--- src/rtl/spr_ser_pkg.sv ---
package spr_ser_pkg;
  localparam int ATTR_W = 5;

  // field layout of the attribute input
  typedef struct packed {
    logic       aux;
    logic       hflip;
    logic       prio;
    logic [1:0] pal;
  } spr_attr_t;

  // what a slot passes on to the picker
  typedef struct packed {
    logic       aux;
    logic       prio;
    logic [1:0] pal;
  } spr_info_t;
endpackage

--- src/rtl/spr_slot.sv ---
module spr_slot
  import spr_ser_pkg::*;
#(
  parameter int PAT_W = 8,
  parameter int X_W   = 8,
  localparam int CNT_W = $clog2(PAT_W + 1)
) (
  input  logic             clk,
  input  logic             rst_n,
  input  logic             ld_en,
  input  logic             ld_valid,
  input  logic [PAT_W-1:0] ld_lo,
  input  logic [PAT_W-1:0] ld_hi,
  input  spr_attr_t        ld_attr,
  input  logic [X_W-1:0]   ld_x,
  input  logic             pix_en,
  output logic [1:0]       pix,
  output spr_info_t        info
);

  logic [PAT_W-1:0] lo_q, lo_d, hi_q, hi_d;
  logic [X_W-1:0]   dly_q, dly_d;
  logic [CNT_W-1:0] left_q, left_d;
  spr_info_t        info_q, info_d;
  logic             upd;

  function automatic logic [PAT_W-1:0] mirror(input logic [PAT_W-1:0] v);
    logic [PAT_W-1:0] r;
    for (int i = 0; i < PAT_W; i++) r[i] = v[PAT_W-1-i];
    return r;
  endfunction

  assign upd = ld_en | pix_en;

  always_comb begin
    lo_d   = lo_q;
    hi_d   = hi_q;
    dly_d  = dly_q;
    left_d = left_q;
    info_d = info_q;
    if (ld_en) begin
      if (ld_valid) begin
        lo_d = ld_attr.hflip ? mirror(ld_lo) : ld_lo;
        hi_d = ld_attr.hflip ? mirror(ld_hi) : ld_hi;
      end else begin
        lo_d = '0;
        hi_d = '0;
      end
      dly_d  = ld_x;
      left_d = CNT_W'(PAT_W);
      info_d = '{aux: ld_attr.aux, prio: ld_attr.prio, pal: ld_attr.pal};
    end else if (pix_en) begin
      if (dly_q != '0) begin
        dly_d = dly_q - 1'b1;
      end else if (left_q != '0) begin
        lo_d   = lo_q << 1;
        hi_d   = hi_q << 1;
        left_d = left_q - 1'b1;
      end
    end
  end

  always_ff @(posedge clk or negedge rst_n) begin
    if (!rst_n) begin
      lo_q   <= '0;
      hi_q   <= '0;
      dly_q  <= '0;
      left_q <= '0;
      info_q <= '0;
    end else if (upd) begin
      lo_q   <= lo_d;
      hi_q   <= hi_d;
      dly_q  <= dly_d;
      left_q <= left_d;
      info_q <= info_d;
    end
  end

  assign pix  = (dly_q == '0 && left_q != '0) ? {hi_q[PAT_W-1], lo_q[PAT_W-1]} : 2'b00;
  assign info = info_q;

endmodule

--- src/rtl/spr_pick.sv ---
module spr_pick
  import spr_ser_pkg::*;
#(
  parameter int NUM_SLOTS = 8,
  localparam int SLOT_W = $clog2(NUM_SLOTS)
) (
  input  logic [NUM_SLOTS-1:0][1:0] pix_all,
  input  spr_info_t [NUM_SLOTS-1:0] info_all,
  output logic [1:0]                win_pat,
  output spr_info_t                 win_info,
  output logic [SLOT_W-1:0]         win_slot
);

  // scan from the top so the lowest opaque index is the last to write
  always_comb begin
    win_pat  = 2'b00;
    win_info = '0;
    win_slot = '0;
    for (int i = NUM_SLOTS - 1; i >= 0; i--) begin
      if (pix_all[i] != 2'b00) begin
        win_pat  = pix_all[i];
        win_info = info_all[i];
        win_slot = SLOT_W'(i);
      end
    end
  end

endmodule

--- src/rtl/sprite_serializer.sv ---
module sprite_serializer
  import spr_ser_pkg::*;
#(
  parameter int NUM_SLOTS = 8,
  parameter int PAT_W     = 8,
  parameter int X_W       = 8,
  localparam int SLOT_W   = $clog2(NUM_SLOTS)
) (
  input  logic              clk,
  input  logic              rst_n,
  input  logic              pix_en,
  input  logic              load_en,
  input  logic [SLOT_W-1:0] load_slot,
  input  logic              load_valid,
  input  logic [PAT_W-1:0]  load_lo,
  input  logic [PAT_W-1:0]  load_hi,
  input  logic [ATTR_W-1:0] load_attr,
  input  logic [X_W-1:0]    load_x,
  output logic [1:0]        spr_pat,
  output logic [1:0]        spr_pal,
  output logic              spr_prio,
  output logic              spr_aux,
  output logic [SLOT_W-1:0] spr_slot
);

  logic [NUM_SLOTS-1:0][1:0] pix_all;
  spr_info_t [NUM_SLOTS-1:0] info_all;
  spr_info_t                 win_info;
  spr_attr_t                 attr_in;

  assign attr_in = spr_attr_t'(load_attr);

  for (genvar g = 0; g < NUM_SLOTS; g++) begin : g_slot
    logic sel;
    assign sel = load_en && (load_slot == SLOT_W'(g));
    spr_slot #(.PAT_W(PAT_W), .X_W(X_W)) u_slot (
      .clk      (clk),
      .rst_n    (rst_n),
      .ld_en    (sel),
      .ld_valid (load_valid),
      .ld_lo    (load_lo),
      .ld_hi    (load_hi),
      .ld_attr  (attr_in),
      .ld_x     (load_x),
      .pix_en   (pix_en),
      .pix      (pix_all[g]),
      .info     (info_all[g])
    );
  end

  spr_pick #(.NUM_SLOTS(NUM_SLOTS)) u_pick (
    .pix_all  (pix_all),
    .info_all (info_all),
    .win_pat  (spr_pat),
    .win_info (win_info),
    .win_slot (spr_slot)
  );

  assign spr_pal  = win_info.pal;
  assign spr_prio = win_info.prio;
  assign spr_aux  = win_info.aux;

endmodule

--- config.mk ---
export PLATFORM = sky130hd
export DESIGN_NAME = sprite_serializer
export DESIGN_NICKNAME = d
export VERILOG_FILES = /design/src/rtl/spr_ser_pkg.sv /design/src/rtl/spr_slot.sv /design/src/rtl/spr_pick.sv /design/src/rtl/sprite_serializer.sv
export SDC_FILE = /design/constraint.sdc
export NUM_CORES = 1
export LEC_CHECK = 0
export BUFFER_PORTS_ARGS = -buffer_cell sky130_fd_sc_hd__buf_2
export CORE_MARGIN = 2
export CORE_UTILIZATION = 57
export DETAILED_ROUTE_END_ITERATION = 8
export PLACE_DENSITY_LB_ADDON = 0.12
export SLEW_MARGIN = 30
export SYNTH_ARGS = -nofsm -noshare
export SYNTH_HDL_FRONTEND = slang
export SYNTH_SLANG_ARGS = --single-unit
--- constraint.sdc ---
create_clock -name clk -period 2.17 [get_ports clk]
set_clock_uncertainty 0.05 [all_clocks]
set_input_delay 0.1085 -clock clk [delete_from_list [all_inputs] [get_ports clk]]
set_output_delay 0.1085 -clock clk [all_outputs]
set_load 0.05 [all_outputs]
# Word-level counts from Yosys, hierarchy flattened
# Index checks and enable logic that the tools add are counted.
# word_totals
output_inout_bits	9
latch_bits	0
ram_bits	0
input_bits	37
romBits	0
n_memories	0
reg_bits	256
# classes
order_cmp	0
eq_ne	15
mul	0
n_addsub	16
div	0
mux	156
bitwise_logic	8
shift	0
n_reduce_logical	97
# ops
op	count
two-way mux 8 bit	92
two-way mux 4 bit	40
zero test 8 bit	8
nonzero test 2 bit	32
nonzero test 8 bit	8
subtractor 8 x 1 -> 8 bit, second input constant	8
two-way mux 2 bit	16
AND reduction 4 bit	8
nonzero test 4 bit	8
subtractor 4 x 1 -> 4 bit, second input constant	8
two-way mux 3 bit	8
AND reduction 3 bit	8
logical AND 1 bit	16
!= test 2 x 1 -> 1 bit, second input constant	8
AND reduction 2 bit	8
equality test 3 bit, second input constant	4
bitwise OR 1 bit	8
equality test 3 x 2 -> 1 bit, second input constant	2
equality test 3 x 1 -> 1 bit, second input constant	1
zero test 3 bit	1

# Longest topological paths before layout
# logic_depth
ltp_word	12
ltp_mapped	9
mapped_depth_nobuf	8

# By module
# Synthesis repeated with hierarchy kept, for this count alone.
# unflattened
hier_cells	1469
hier_area_um2	15498.6
# modules_own_cells
module	area_per_inst_um2	instances	cells_each	seq_area_each_um2
spr_slot at g_slot[0].u_slot ...	1863.0	4	172	800.8
spr_slot at g_slot[4].u_slot ...	1860.5	3	168	800.8
spr_slot at g_slot[7].u_slot	1863.0	1	173	800.8
spr_pick	505.5	1	96	0.0
sprite_serializer	96.3	1	8	0.0

# Worst setup path after synthesis
# OpenSTA, ideal clock, no wires.
# synth_path
path_type	register to output
start	reg g_slot[3].u_slot.dly_q[0]
end	out spr_pal[0]
t_required_ns	2.011
path_buffers	1
path_slack_ns	-1.084
arrival_ns	3.096
stages_incl_launch_ff	9
path_cell_list	dfrtp_1 inv_1 ha_1 or3b_2 or4b_1 clkbuf_2 nand4_1 a21oi_1 a211oi_1
# synth_between
elab_chain_cells	8
# synth_rtl
item	line_no	text
from (decl)	spr_slot.sv:22	logic [X_W-1:0] dly_q, dly_d;
from (signal assigned)	spr_slot.sv:73	dly_q <= dly_d;
zero test 8 bit	spr_slot.sv:79	assign pix = (dly_q == '0 && left_q != '0) ? {hi_q[PAT_W-1], lo_q[PAT_W-1]} : 2'b00;
logical AND 1 bit	spr_slot.sv:79	
two-way mux 2 bit	spr_slot.sv:79	
nonzero test 2 bit	spr_pick.sv:20	if (pix_all[i] != 2'b00) begin
two-way mux 4 bit (4 in series)	spr_pick.sv:20	
to (decl)	sprite_serializer.sv:20	output logic [1:0] spr_pal,
# No other way between the ends.

# Worst setup path in the final report
# layout_path
start	reg g_slot[3].u_slot.dly_q[1]
end	out spr_prio
# layout_between
elab_chain_cells	8
# layout_rtl
item	line_no	text
zero test 8 bit	spr_slot.sv:79	
logical AND 1 bit	spr_slot.sv:79	
two-way mux 2 bit	spr_slot.sv:79	
nonzero test 2 bit	spr_pick.sv:20	
two-way mux 4 bit (4 in series)	spr_pick.sv:20	
to (decl)	sprite_serializer.sv:21	output logic spr_prio,
# No other way between the ends.

==> flow_metrics.tcl <==
set metrics [dict create \
    finalCritPeriodShare_pct 141 \
    path_buf_inv 3 \
    numCtsBuffers 29 \
    reg2regPathDepth 13 \
    r2r-start "g_slot[3].u_slot.dly_q[1]$_DFFE_PN0P_" \
    clkPwrFrac_pct 23.9 \
    whs_path_depth 4 \
    syn_avg_cell_area_sq_um 9.17 \
    r2r_end "g_slot[3].u_slot.hi_q[2]$_DFFE_PN0P_" \
    worstHoldStart "load_slot[1]" \
    grt_pass1_wl_mm 61.7 \
    hold_violations 0 \
    slowest_delay_ns 0.54 \
    clk_path_buf_depth 3 \
    synth_top_area_share_pct 48.3 \
    io_pins 46 \
    insertion_delay_ns 0.54 \
    busiest_layer "met2" \
    gp_congestion 0.932 \
    grt_antenna_before_repair 0 \
    drtAntennaViolNets 0 \
    critical_path_class "flop to primary output" \
    areaGrowthSynthToFinish_pct 35.3 \
    crit_fanout 4 \
    slew_headroom_pct 29.4 \
    synth_ff_type "dfrtp_1" \
    first_global_vias 11700 \
    synth_cell_types 63 \
    syn_nets 1504 \
    root_buffer "clkbuf_16" \
    failed_checks "setup timing" \
    async_flop_share_pct 100 \
    ys_top_cells_by_area "dfrtp_1, mux2i_1, nand2_1" \
    rrSetupSlack_ns -0.35 \
    p_per_area_nw_per_um2 1160 \
    worst_slew_pin_slew_ns 1.06 \
    p_leak_uw 0.00857 \
    vias 11600 \
    met3_usage_pct 4.49 \
    whs_ns 0.0656 \
    nets 1738 \
    htree_levels 1 \
    synth_warnings 0 \
    grt-ovfl-total 0 \
    first_pass_iters 5 \
    path_cells "inv_2, ha_4, or3b_4, or4b_4, nand4_1, buf_4, a21oi_4, a211oi_4, buf_6" \
    period_needed_ns 3.06 \
    p_int_uw 13700 \
    antennaDiodeCount 0 \
    use_met2_pct 56.1 \
    ys_seq_area_share_pct 48.3 \
    holdPathEnd "g_slot[7].u_slot.left_q[3]$_DFFE_PN0P_" \
    routed_wirelength_mm 40.7 \
    setup_viol 86 \
    fp-row-count 55 \
    fmax_mhz 326 \
    detailed_place_hpwl_mm 24.5 \
    core_area_sq_um 22700 \
    rsz0062_at_grt "yes" \
    vias_per_cell 5.84 \
    die_w_microns 156 \
    start_util_pct 58.4 \
    synth_cells 1446 \
    drtIter0Drc 760 \
    pwr-share-seq_pct 36.7 \
    cts_tree "built" \
    layout_setup_ws_ns -0.895 \
    ir_drop_mv 0.909 \
    grt_max_degree 72 \
    slew_viol_final 0 \
    die_h_microns 156 \
    final.setup.tns_ns -17.00 \
    cp-end-kind "primary output" \
    instances_no_fill 1986 \
    power_switching_share_pct 34.2 \
    grt_usage_pct 32.5 \
    path_delay_family "simple AND/OR/NAND/NOR gates" \
    io_buffer_count 45 \
    max_cap_viol_count 0 \
    yosys.area.top_type "dfrtp_1" \
    dp.cells 1873 \
    crit_path_start_kind "flop" \
    fp.dieArea_sq_um 24500 \
    route.detailed.drc 0 \
    path_clk_slew_ns 0.06 \
    met1_usage_pct 42.2 \
    wire_per_inst_microns 20.5 \
    crit_arrival_ns 2.91 \
    status "finished, violations left" \
    yosys_register_bits 256 \
    min_path_type "primary input to flop" \
    synth_edf_count 0 \
    combPwrFrac_pct 39.4 \
    drive_above_1_share_pct 29.7 \
    syn_area_sq_um 13300 \
    p_switching_uw 7130 \
    cp_data_required_time_ns 2.01 \
    clock_sinks 256 \
    slowest_stage "or4b_4" \
]
## state kept, by name, summed over array words and instances, names as in the netlist
register	count
g_slot.u_slot.dly_q	64
g_slot.u_slot.hi_q	64
g_slot.u_slot.lo_q	64
g_slot.u_slot.info	32
g_slot.u_slot.left_q	32
## metrics by stage
stage | power [uW] | setup slack (ns) | instance area [sq um] | utilization, %
floorplan | 11000 | -0.426 | 13400 | -
global placement | 13700 | -0.387 | 15200 | 67.0
detailed placement | 14000 | -0.447 | 15200 | 67.0
CTS | 19800 | -0.886 | 17200 | 75.7
global route | 21900 | -0.973 | 17900 | 78.9
finish | 20800 | -0.895 | 17900 | 78.9
## logic make-up (layout without fill, tap and decap cells)
group | Yosys count | count (layout) | synth area share, %
flops | 256 | 256 | 48.3
simple gates | 559 | 559 | 19.5
buf+inv | 135 | 390 | 4.40
xor+xnor | 77 | 77 | 5.09
mux | 128 | 128 | 9.69
fa+ha+maj | 21 | 21 | 1.98
compound gates | 270 | 270 | 11.0
## synthesized netlist by cell type, types with 3 or more instances
cell	number
ha_1	21
buf_2	18
or4_4	3
buf_4	10
clkbuf_2	5
or3_1	4
nand2_1	322
nand2b_1	7
nor3b_1	7
or3b_2	10
nand3_1	35
o21ai_1	8
a21oi_1	25
nor2b_1	17
inv_1	37
o22ai_1	5
or4_1	14
a211oi_1	3
dfrtp_1	256
clkbuf_1	62
nand4_1	5
o211ai_1	8
and2_1	7
xor2_1	32
nor3_1	16
mux2i_1	126
o21ai_0	198
nor4_1	10
nor2_1	77
nor4_2	6
or2_2	5
a31oi_1	6
xnor2_1	45
## area by class of cell
cell class	instances	area [sq um]
well taps	285	357
repair buffers	301	2810
fillers	1414	4780
inverters	37	141
flip-flops and latches	256	6410
clock buffers	40	797
multi-input cells	1055	7250
clock inverters	12	163
## per-layer routing
metal / vias up / part of all wire [%]
met1: 5708 / 40
met4: 0 / 3.5
met2: 422 / 50
met5: - / 0
met3: 110 / 6.0
li1: 5361 / -
## tightest hold or removal path: stages
cell and delay, ns:
buf_2 0.14, nand4_1 0.10, buf_4 0.20, nand2_1 0.07
## what timing repair did
| item | in CTS | in global routing |
|---|---|---|
| hold endpoints to repair | 352 | 0 |
| endpoints found under the setup margin | 153 | 181 |
| hold buffers | 14 | 0 |
| resized for setup | 140 | 181 |
| gates cloned | 10 | 5 |
| setup buffers | 25 | 20 |
| pin swaps | 21 | 37 |
## power groups by stage
stage | Combinational (uW) | Clock (uW) | Sequential (uW)
floorplan | 3530 | 0 | 7460
global placement | 6260 | 0 | 7460
detailed placement | 6510 | 0 | 7530
CTS | 7290 | 5010 | 7510
global route | 8910 | 5200 | 7810
finish | 8210 | 4990 | 7640
## how the worst max path moves through the flow
stage	start	cells after the start	slack [ns]	to
after detailed placement	g_slot[3].u_slot.dly_q[1]$_DFFE_PN0P_	8	-0.45	spr_pal[1]
after global routing	g_slot[3].u_slot.dly_q[1]$_DFFE_PN0P_	9	-0.97	spr_prio
after CTS	g_slot[2].u_slot.dly_q[0]$_DFFE_PN0P_	9	-0.89	spr_prio
final	g_slot[3].u_slot.dly_q[1]$_DFFE_PN0P_	9	-0.89	spr_prio
after floorplan	g_slot[3].u_slot.dly_q[0]$_DFFE_PN0P_	8	-0.43	spr_prio
after global placement	g_slot[3].u_slot.dly_q[1]$_DFFE_PN0P_	8	-0.39	spr_pal[1]
## cell usage in the layout (no fill, tap or decap), types with 34 or more instances in the layout
master	count
mux2i_1	121
dfrtp_1	256
clkbuf_16	34
o21ai_0	104
buf_4	189
xnor2_1	40
o21ai_1	93
buf_2	35
nand2_1	317
nor2_1	63
(Power assumes the default switching activity.)
